<file path="config.mk">
export PLATFORM = sky130hd
export DESIGN_NAME = cop_decouple_q
export DESIGN_NICKNAME = d
export VERILOG_FILES = /design/src/rtl/cdq_pkg.sv /design/src/rtl/cdq_ring.sv /design/src/rtl/cdq_sync_fsm.sv /design/src/rtl/cop_decouple_q.sv
export SDC_FILE = /design/constraint.sdc
export NUM_CORES = 1
export LEC_CHECK = 0
export BUFFER_PORTS_ARGS = -buffer_cell sky130_fd_sc_hd__buf_2
export CORE_ASPECT_RATIO = 1.25
export CORE_MARGIN = 2
export CORE_UTILIZATION = 35
export DETAILED_ROUTE_END_ITERATION = 16
export HOLD_SLACK_MARGIN = 0.02
export PLACE_DENSITY = 0.5
export SYNTH_ARGS = -nofsm -noshare
export SYNTH_HDL_FRONTEND = slang
export SYNTH_SLANG_ARGS = --single-unit
</file>
<file path="constraint.sdc">
create_clock -name clk -period 38.8 [get_ports clk]
set_clock_uncertainty 0.15 [all_clocks]
set_input_delay 5.82 -clock clk [delete_from_list [all_inputs] [get_ports clk]]
set_output_delay 5.82 -clock clk [all_outputs]
set_load 0.05 [all_outputs]
</file>
<file path="src/rtl/cdq_pkg.sv">
package cdq_pkg;
    typedef enum logic [1:0] {
        ST_RUN   = 2'd0,
        ST_DRAIN = 2'd1,
        ST_EXC   = 2'd2
    } cdq_state_e;
endpackage

</file>
<file path="src/rtl/cdq_ring.sv">
module cdq_ring #(
    parameter int W     = 8,
    parameter int DEPTH = 6
) (
    input  logic         clk,
    input  logic         rst_n,
    input  logic         push_en,
    input  logic [W-1:0] push_data,
    input  logic         pop_en,
    output logic [W-1:0] head,
    output logic         empty,
    output logic         full
);
    localparam int PW = (DEPTH > 1) ? $clog2(DEPTH) : 1;
    localparam int CW = $clog2(DEPTH + 1);

    logic [W-1:0]  slots [DEPTH];
    logic [PW-1:0] wr_ptr, rd_ptr;
    logic [CW-1:0] cnt;

    function automatic logic [PW-1:0] step(input logic [PW-1:0] p);
        return (p == PW'(DEPTH - 1)) ? '0 : p + 1'b1;
    endfunction

    always_ff @(posedge clk) begin
        if (!rst_n) begin
            wr_ptr <= '0;
            rd_ptr <= '0;
            cnt    <= '0;
        end else begin
            if (push_en) begin
                slots[wr_ptr] <= push_data;
                wr_ptr        <= step(wr_ptr);
            end
            if (pop_en)
                rd_ptr <= step(rd_ptr);
            unique case ({push_en, pop_en})
                2'b10:   cnt <= cnt + 1'b1;
                2'b01:   cnt <= cnt - 1'b1;
                default: cnt <= cnt;
            endcase
        end
    end

    assign head  = slots[rd_ptr];
    assign empty = (cnt == '0);
    assign full  = (cnt == CW'(DEPTH));

    // a push into a full ring only happens alongside a pop
    p_no_overflow_r3: assert property (@(posedge clk) disable iff (!rst_n)
        (full && push_en) |-> pop_en);
    // never pop an empty ring
    p_no_underflow_r9: assert property (@(posedge clk) disable iff (!rst_n)
        pop_en |-> !empty);
    // simultaneous push and pop keep the occupancy
    p_count_hold_r4: assert property (@(posedge clk) disable iff (!rst_n)
        (push_en && pop_en) |=> $stable(cnt));
endmodule

</file>
<file path="src/rtl/cdq_sync_fsm.sv">
module cdq_sync_fsm
    import cdq_pkg::*;
(
    input  logic clk,
    input  logic rst_n,
    input  logic sys_accept,
    input  logic exc_hit,
    input  logic ack,
    input  logic q_empty,
    input  logic q_full,
    input  logic pop_fire,
    output logic stall,
    output logic exc_flag
);
    cdq_state_e state, state_nx;

    always_comb begin
        state_nx = state;
        unique case (state)
            ST_RUN: begin
                if (exc_hit)         state_nx = ST_EXC;
                else if (sys_accept) state_nx = ST_DRAIN;
            end
            ST_DRAIN: begin
                if (exc_hit)      state_nx = ST_EXC;
                else if (q_empty) state_nx = ST_RUN;
            end
            ST_EXC: begin
                if (ack) state_nx = ST_RUN;
            end
            default: state_nx = ST_RUN;
        endcase
    end

    always_ff @(posedge clk) begin
        if (!rst_n) state <= ST_RUN;
        else        state <= state_nx;
    end

    always_comb begin
        stall    = 1'b0;
        exc_flag = 1'b0;
        unique case (state)
            ST_RUN:   stall = q_full && !pop_fire;
            ST_DRAIN: stall = 1'b1;
            ST_EXC: begin
                stall    = 1'b1;
                exc_flag = 1'b1;
            end
            default: stall = 1'b1;
        endcase
    end

    // the barrier always holds the core
    p_drain_stall_r5: assert property (@(posedge clk) disable iff (!rst_n)
        (state == ST_DRAIN) |-> stall);
    // an empty queue with no exception ends the barrier
    p_drain_release_r5: assert property (@(posedge clk) disable iff (!rst_n)
        (state == ST_DRAIN && q_empty && !exc_hit) |=> (state == ST_RUN));
    // an exception pop outside the exception state is latched
    p_exc_entry_r6: assert property (@(posedge clk) disable iff (!rst_n)
        (exc_hit && state != ST_EXC) |=> (state == ST_EXC));
    // acknowledge leaves the exception state
    p_ack_exit_r7: assert property (@(posedge clk) disable iff (!rst_n)
        (state == ST_EXC && ack) |=> (state == ST_RUN));
    // without acknowledge the exception state persists
    p_exc_hold_r8: assert property (@(posedge clk) disable iff (!rst_n)
        (state == ST_EXC && !ack) |=> (state == ST_EXC));
endmodule

</file>
<file path="src/rtl/cop_decouple_q.sv">
module cop_decouple_q #(
    parameter int PC_W  = 32,
    parameter int ENC_W = 32,
    parameter int PA_W  = 36,
    parameter int DEPTH = 6
) (
    input  logic             clk,
    input  logic             rst_n,
    input  logic             push_valid,
    input  logic [PC_W-1:0]  push_pc,
    input  logic [ENC_W-1:0] push_enc,
    input  logic [PA_W-1:0]  push_paddr,
    input  logic             push_syscall,
    output logic             core_stall,
    output logic             core_exc,
    output logic             pop_valid,
    output logic [PC_W-1:0]  pop_pc,
    output logic [ENC_W-1:0] pop_enc,
    output logic [PA_W-1:0]  pop_paddr,
    output logic             pop_syscall,
    input  logic             cop_pop,
    input  logic             cop_exc,
    input  logic             exc_ack
);
    localparam int REC_W = PC_W + ENC_W + PA_W + 1;

    logic             q_empty, q_full;
    logic             push_fire, pop_fire;
    logic [REC_W-1:0] rec_in, rec_out;

    assign pop_fire  = cop_pop && !q_empty;
    assign push_fire = push_valid && !core_stall;
    assign rec_in    = {push_pc, push_enc, push_paddr, push_syscall};

    cdq_ring #(.W(REC_W), .DEPTH(DEPTH)) u_ring (
        .clk      (clk),
        .rst_n    (rst_n),
        .push_en  (push_fire),
        .push_data(rec_in),
        .pop_en   (pop_fire),
        .head     (rec_out),
        .empty    (q_empty),
        .full     (q_full)
    );

    cdq_sync_fsm u_ctl (
        .clk       (clk),
        .rst_n     (rst_n),
        .sys_accept(push_fire && push_syscall),
        .exc_hit   (pop_fire && cop_exc),
        .ack       (exc_ack),
        .q_empty   (q_empty),
        .q_full    (q_full),
        .pop_fire  (pop_fire),
        .stall     (core_stall),
        .exc_flag  (core_exc)
    );

    assign pop_valid = !q_empty;
    assign {pop_pc, pop_enc, pop_paddr, pop_syscall} = rec_out;

    // nothing enters the queue while an exception is shown
    p_exc_no_push_r7: assert property (@(posedge clk) disable iff (!rst_n)
        core_exc |-> !push_fire);
endmodule

</file>
==> run metrics, run 1 <==
most common cell after layout, fill and taps aside edfxtp_1; Core Area 0.0666 mm2; die area 0.0691 mm2; RSZ-0062 raised after global routing false; drt first pass iters 4; CP Capture Type output port; via density per instance roughly 4.9; die height 293 um; Worst-Skew Late Latency 590 ps; first-pass GRT wire length 74000 um; Boundary Pins around 210; cell leakage power 0.00890 uW; Cells after DPL 2175; WL final a little under 50000 um; Synthesis Warnings 0; EDFF count, synth 606; Post-CTS Repair Setup Buffers 0; simple-gate share of the synthesized area ~2.5%; Cell Area, Synth 0.0235 mm2; Synth top area share 77.6%; crit share post-route roughly a third; Initial Utilization 35.2%; synthesized area per cell 20.5 um2; syn nets 1252; Layout area overhead 17.2%; FF+latch area about 0.018 mm2; Reg clk slew, reported paths about 50 ps; WP depth 4; Routed WL per cell 21.3 um; crit path cell chain buf_2, nand4bb_1, nand2_1, buf_2; Die X 236 um; crit-path max FO 6; design area 0.0275 mm2; Startpoint Class primary input; CTS tree built; Critical Path AT 6890 ps; H-tree depth 3; DP Area 0.0254 mm2; placed wire-length estimate 24900 um; worst setup path category primary input to output port; Worst Tran Pin Value 952 ps; Compound-Gate Fraction of Synth Area 2.51%; worst path buffer plus inverter count 2; CP peak stage delay 330 ps; vias in the first global route 12100; #FFs+latches synth between 600 and 700; Vias 11300; fraction of layout cells with a size suffix above 1 just under 30%; worst hold path depth 2; HP Class flip-flop to flip-flop; CTS Sinks a little over 600; Total GRT Usage 14.3%; Hold-fix buffers, CTS 0; xor and xnor area share after synthesis 0.112%; cts bufs inserted 67; fin cells approximately 2300; Final TNS setup 0 ps; CP max stage cell nand4bb_1; most used cell, CP buf_2; Post-synth top flop edfxtp_1; Row Count roughly 110; buffers added on ports 210; drt initial violations about 470; Final Critical Period 12860 ps; Multi-input gate area 0.00458 mm2; most frequent cells in the layout 606 x edfxtp_1, 210 x buf_2, 104 x nor2_1; final hold violations 0; clock buffer depth 3; Final ANT Viol Nets 0; largest net degree at the start of global routing between 100 and 150; DRC Markers 0; Resized Gates After CTS 0; area leader, netlist edfxtp_1; Worst R2R Path Depth 5; Layout Nets 1489; delay-heaviest family, CP simple AND/OR/NAND/NOR gates; Seq/Total Area, Yosys 78.8%; grt ovf 0; CP required 32830 ps; antenna violations before repair 5; fill count approximately 6000; Max Cap Violations 0; post-synthesis adder-cell area fraction less than 1%; ranking of synthesized cells by area edfxtp_1 78%, mux4_2 9.7%, mux2i_1 4.4%; VDD IR max 44.2 uV; Mapped Cells between 1000 and 1500; post-synthesis mux area share 14.1%; GPL Wtd Cong 0.689; ys async rst share 0%; Pwr per Cell Area 67.2 mW/mm2; Final setup viols 0; status finished clean; root buf cell clkbuf_16; max frequency 77.7 MHz; Slew Viols, Final 0; Yosys cell types 35; Relative slew margins between 30% and 40%; main combinational cell family by area after synthesis multiplexers
## state kept, by name, indices dropped and copies added, names as in the netlist, named ones only
name,cells
u_ctl.state,2
u_ring.cnt,3
u_ring.rd_ptr,3
u_ring.slots,606
u_ring.wr_ptr,3
## worst register-to-register path, delay by kind of cell (launching register included)
kind	cells	cell delay [ps]
DFF	1	330
buffers and inverters	2	1570
and+or+nand+nor	3	1040
## routing by layer
layer	track usage [%]	vias to the layer above	part of all wire (%)
met5	0	-	0.098
met4	5.16	8	2.3
met3	3.19	76	4.9
met2	24.6	242	51
met1	17.7	5843	42
li1	-	5101	-
## synth_stat cells (all sizes together), types with 4 or more instances
master	number
edfxtp	606
nor2	106
mux2i	103
a21oi	101
mux4	101
buf	35
clkbuf	23
dfxtp	14
nand2	8
inv	5
nand3	5
o21ai	4
## where the power goes
part | switching (uW) | internal [uW] | leakage, uW
Sequential | 18.2 | 758 | 0.00559
Clock | 254 | 360 | 0.00103
Combinational | 302 | 157 | 0.00228
## per-stage QoR
stage          setup slack [ps]  power [uW]  hold slack [ps]  util [%]
3_3_place_gp              25980        1260              332      38.1
2_1_floorplan             20970        1180              317         -
6_report                  25940        1850              368      41.3
5_1_grt                   25850        1930              412      41.3
4_1_cts                   25940        1880              369      41.3
3_5_place_dp              25940        1260              361      38.1
## final cells by class
class / instances / area share, %
repair buffers: 226 / 4.40
well taps: 864 / 3.93
clock inverters: 38 / 1.22
clock buffers: 83 / 6.47
inverters: 5 / 0.0683
diodes: 1 / 0.00910
flip-flops and latches: 620 / 67.2
multi-input cells: 460 / 16.7
## final timing paths
check | from | to | slack [ps]
max | cop_pop | core_stall | 25940
min | u_ring.wr_ptr[2]$_SDFFE_PN0P_ | u_ring.wr_ptr[2]$_SDFFE_PN0P_ | 370
max reg2reg | u_ctl.state[1]$_SDFFE_PN0P_ | u_ring.slots[3][0]$_DFFE_PP_ | 35300
min reg2reg | u_ring.wr_ptr[2]$_SDFFE_PN0P_ | u_ring.wr_ptr[2]$_SDFFE_PN0P_ | 370
## logic make-up (layout without fill, tap and decap cells)
kind of cell | after synthesis | count (layout)
DFF | 620 | 620
AOI/OAI and AO/OA | 113 | 113
buffers and inverters | 63 | 352
and+or+nand+nor | 138 | 138
adders and majority gates | 2 | 2
other | 0 | 1
xor gates and xnor gates | 3 | 3
muxes | 204 | 204
No activity file was read; power rests on OpenSTA's default activity.
==> run 2, diff against run 1 <==
--- a/config.mk
+++ b/config.mk
@@ -11,7 +11,7 @@
 export CORE_UTILIZATION = 35
 export DETAILED_ROUTE_END_ITERATION = 16
 export HOLD_SLACK_MARGIN = 0.02
-export PLACE_DENSITY = 0.5
+export PLACE_DENSITY = 0.52
 export SYNTH_ARGS = -nofsm -noshare
 export SYNTH_HDL_FRONTEND = slang
 export SYNTH_SLANG_ARGS = --single-unit
==> constraint.sdc (replaced) <==
create_clock -name clk -period 10.6 [get_ports clk]
set_clock_uncertainty 0.15 [all_clocks]
set_input_delay 1.59 -clock clk [delete_from_list [all_inputs] [get_ports clk]]
set_output_delay 1.59 -clock clk [all_outputs]
set_load 0.05 [all_outputs]
==> run 2 against run 1 <==
Effect of this change: first-iteration DRC count increased by 7.4%; setup slack lost 21000 ps; design area decreased by 0.62%; critical endpoint is now pop_enc[26]; largest cell class unchanged; largest power group unchanged.
==> run metrics, run 2 (same netlist as run 1, synthesis figures left out) <==
most used cell, CP buf_4; design area about 0.027 mm2; Layout Nets about 1500; CP peak stage delay approximately 900 ps; Max Cap Violations 0; Final Critical Period 5580 ps; Resized Gates After CTS 0; DP Area 0.0254 mm2; Routed WL per cell roughly 22 um; fin util 41.0%; final hold slack 379 ps; CP Capture Type output port; Critical Path AT 3840 ps; most frequent cells in the layout 606 x edfxtp_1, 210 x buf_2, 104 x nor2_1; Final setup viols 0; final hold violations 0; Row Count about 110; Total GRT Usage between 10 and 15%; number of flip-flops in the largest register ~610; most common cell after layout, fill and taps aside edfxtp_1; vias in the first global route about 12000; setup slack at placement 5510 ps; Die X roughly 240 um; Worst Tran Pin Value 1020 ps; RSZ-0062 raised after global routing false; cts bufs inserted 61; CP max stage cell dfxtp_4; crit share post-route between 50% and 60%; drt first pass iters 4; root buf cell clkbuf_16; crit path cell chain buf_4, buf_4, mux4_2, nor2_1, a21oi_1, buf_2; VDD IR max around 170 uV; Worst-Skew Late Latency 600 ps; Top reg by flops u_ring.slots; Design Power 6630 uW; Hold-fix buffers, CTS 0; Startpoint Class flip-flop; fraction of layout cells with a size suffix above 1 29.2%; Post-CTS Repair Setup Buffers 0; Vias 11300; cell leakage power about 0.0088 uW; CTS Sinks 620; WL final 49900 um; die height between 200 and 300 um; fill count 5986; status finished clean; Final WS setup roughly 5000 ps; HP Class flip-flop to flip-flop; grt ovf 0; die area 0.0691 mm2; CP required 8860 ps; placed wire-length estimate 25700 um; antenna violations before repair 5; H-tree depth 2; Pwr per Cell Area 242 mW/mm2; crit-path max FO 41; Boundary Pins 211; buffers added on ports 210; Reg clk slew, reported paths 60 ps; FF+latch area 0.0185 mm2; first-pass GRT wire length 75600 um; DRC Markers 0; Relative slew margins 32.0%; Core Area 0.0666 mm2; largest net degree at the start of global routing between 100 and 150; max frequency 179 MHz; Final ANT Viol Nets 0; Initial Utilization a little over a third; GPL Wtd Cong 0.687; Layout area overhead 16.5%; clock buffer depth 3; via density per instance around 4.9; Slew Viols, Final 0; worst setup path category flip-flop to output port; drt initial violations 509; Multi-input gate area 0.00459 mm2; CTS tree built
## run 2: worst paths after layout
path | startpoint | end | slack [ps] | cells past startpoint
worst min-delay path | u_ring.wr_ptr[2]$_SDFFE_PN0P_ | u_ring.wr_ptr[2]$_SDFFE_PN0P_ | 380 | 2
worst max register to register | u_ring.cnt[0]$_SDFFE_PN0P_ | u_ring.slots[4][13]$_DFFE_PP_ | 7170 | 5
worst min register to register | u_ring.wr_ptr[2]$_SDFFE_PN0P_ | u_ring.wr_ptr[2]$_SDFFE_PN0P_ | 380 | 2
worst max-delay path | flip-flop | pop_enc[26] | 5020 | 6
## run 2: stage by stage
| step | cells | setup TNS [ps] |
|---|---|---|
| 2_1_floorplan | 1143 | -678560 |
| 3_3_place_gp | 2175 | 0 |
| 3_5_place_dp | 2175 | 0 |
| 4_1_cts | 2290 | 0 |
| 5_1_grt | 2291 | 0 |
| 6_report | 2291 | 0 |
## run 2: area by class of cell
cell class / instances / share of cell area, %
inverters: 5 / 0.0687
flip-flops and latches: 620 / 67.7
repair buffers: 226 / 4.42
well taps: 864 / 3.96
diodes: 1 / 0.00916
clock inverters: 39 / 1.13
multi-input cells: 460 / 16.8
clock buffers: 76 / 5.95
## run 2: where the power goes
group	leakage (uW)	internal [uW]	switching (uW)
logic	0.00228	574	1100
registers	0.00559	2770	84.2
clock network	0.000938	1200	896
total	0.00881	4550	2080
## run 2: layer usage
layer	track usage [%]	wire length (um)	vias up
met5	0	45	-
met3	3.15	2260	78
li1	-	-	5082
met4	3.96	1060	8
met1	17.9	20800	5898
met2	25.4	25700	230
## run 2: worst max-delay path, delay by kind of cell (launching register included)
| family | cells | cell delay, ps |
|---|---|---|
| multiplexers | 1 | 590 |
| AO/OA/AOI/OAI | 1 | 80 |
| flip-flops | 1 | 900 |
| AND/OR/NAND/NOR | 1 | 100 |
| buffers and inverters | 3 | 1510 |
==> run 3, diff against run 2 <==
--- a/config.mk
+++ b/config.mk
@@ -11,7 +11,7 @@
 export CORE_UTILIZATION = 35
 export DETAILED_ROUTE_END_ITERATION = 16
 export HOLD_SLACK_MARGIN = 0.02
-export PLACE_DENSITY = 0.52
+export PLACE_DENSITY = 0.5
 export SYNTH_ARGS = -nofsm -noshare
 export SYNTH_HDL_FRONTEND = slang
 export SYNTH_SLANG_ARGS = --single-unit
==> constraint.sdc (replaced) <==
create_clock -name clk -period 5.2 [get_ports clk]
set_clock_uncertainty 0.15 [all_clocks]
set_input_delay 0.78 -clock clk [delete_from_list [all_inputs] [get_ports clk]]
set_output_delay 0.78 -clock clk [all_outputs]
set_load 0.05 [all_outputs]
==> run 3 against run 2 <==
Effect of this change: sequential power up 100%; non-clock buffer count up 4; sequential share of layout area down 0.43 points; first-iteration DRC count up 13%; register-to-register slack worse by 4600 ps; critical endpoint is now pop_pc[2]; highest routed layer unchanged.
==> run metrics, run 3 (same netlist as run 1, synthesis figures left out) <==
status finished clean; CP Capture Type output port; root buf cell clkbuf_16; WL final 49300 um; hold path startpoint push_paddr[30]; flop-to-flop setup slack around 2600 ps; GPL Wtd Cong 0.679; placed wire-length estimate 26400 um; Core Area approximately 0.067 mm2; sw frac 31.0%; CTS tree built; Hold-fix buffers, CTS 0; Pint 9390 uW; Final WS setup 1270 ps; Relative slew margins between 30% and 40%; max frequency 255 MHz; Reg clk slew, reported paths approximately 60 ps; CP peak stage delay 870 ps; reg-to-reg critical path startpoint u_ctl.state[1]$_SDFFE_PN0P_; switching pwr 4220 uW; clock network fraction of design power 31.6%; cell leakage power 0.00887 uW; Layout Nets 1487; Slew Viols, Final 0; Routed WL per cell 21.5 um; vias in the first global route 12300; CTS Sinks 620; Resized Gates After CTS 0; met3 usage 3.20%; Initial Utilization between 30% and 40%; Layout area overhead 17.2%; VDD IR max 232 uV; Row Count ~110; DRC Markers 0; cts bufs inserted 61; most common cell after layout, fill and taps aside edfxtp_1; Worst R2R Path Depth 4; number of flip-flops in the largest register 606; HP Class primary input to flip-flop; CP max stage cell dfxtp_4; sequential share of power 42.7%; drt first pass iters 4; die height 293 um; crit-path max FO between 50 and 60; first-pass GRT wire length about 75000 um; grt met2 use 24.8%; die area a little under 0.07 mm2; grt ovf 0; Worst Tran Pin Value ~930 ps; GR Util met1 between 15 and 20%; setup slack at placement between 1500 and 2000 ps; Post-CTS Repair Setup Buffers 0; Final ANT Viol Nets 0; Final setup viols 0; Boundary Pins 211; largest net degree at the start of global routing 102; Top reg by flops u_ring.slots; Critical Path AT 3000 ps; crit share post-route 75.5%; Startpoint Class flip-flop; antenna violations before repair 8; Vias 11300; crit path cell chain buf_12, mux4_2, nor2_1, a21oi_1, buf_2; CP required 4270 ps; worst setup path category flip-flop to output port; Final TNS setup 0 ps; via density per instance 4.93; hold endpoint u_ring.slots[1][31]$_DFFE_PP_; combinational share of power 25.7%; Final Critical Period 3930 ps; Max Cap Violations 0; buffers added on ports 210; gr busiest metal met2; fraction of layout cells with a size suffix above 1 ~30%; final hold violations 0; H-tree depth 2; Die X 236 um; most frequent cells in the layout 606 x edfxtp_1, 210 x buf_2, 104 x nor2_1; Pwr per Cell Area 495 mW/mm2; drt initial violations roughly 580; worst hold path depth 1; r2r endpoint u_ring.slots[1][54]$_DFFE_PP_; clock buffer depth 3; RSZ-0062 raised after global routing false; Total GRT Usage 14.2%; Worst-Skew Late Latency about 600 ps
-- run 3: cell type report --
type | instances | area (um2)
fill | 5964 | 39100
sequential | 620 | 18500
multi-input combinational | 460 | 4620
clock buffer | 81 | 1630
timing repair buffer | 230 | 1340
tap | 864 | 1080
clock inverter | 29 | 313
inverter | 5 | 18.8
antenna | 1 | 2.50
-- run 3: stage by stage --
step	hold WS, ps	cells	util, %	cell area [um2]	total power (uW)
2_1_floorplan	317	1143	-	23500	8760
3_3_place_gp	334	2179	38.4	25600	9490
3_5_place_dp	359	2179	38.4	25600	9500
4_1_cts	219	2289	41.3	27500	13900
5_1_grt	243	2290	41.3	27500	14200
6_report	263	2290	41.3	27500	13600
-- run 3: worst max-delay path by stage --
| stage | start | to | slack [ps] | cells past startpoint |
|---|---|---|---|---|
| 6_report | flip-flop | pop_pc[2] | 1270 | 5 |
| 5_1_grt | flip-flop | pop_pc[26] | 1040 | 5 |
| 4_1_cts | flip-flop | pop_pc[2] | 1140 | 5 |
| 3_5_place_dp | flip-flop | pop_pc[2] | 1790 | 5 |
| 3_3_place_gp | flip-flop | pop_pc[26] | 1790 | 5 |
| 2_1_floorplan | push_valid | u_ring.slots[3][0]$_DFFE_PP_ | -1160 | 3 |
-- run 3: routing by layer --
layer	vias to the layer above	part of all wire (%)
li1	5092	-
met1	5888	42
met2	213	51
met3	75	4.7
met4	14	1.9
met5	-	0.16
-- run 3: critical path, delay by kind of cell, from the launching register on --
kind | cells | cell delay [ps]
flip-flops | 1 | 870
buffers and inverters | 2 | 710
multiplexers | 1 | 550
AND/OR/NAND/NOR | 1 | 130
AO/OA/AOI/OAI | 1 | 90
-- run 3: power by group through the flow --
stage	logic, uW	registers [uW]	clock network [uW]
CTS	3590	5820	4450
global placement	3580	5910	0
detailed placement	3580	5920	0
finish	3500	5810	4310
floorplan	2960	5810	0
global route	3750	5830	4640
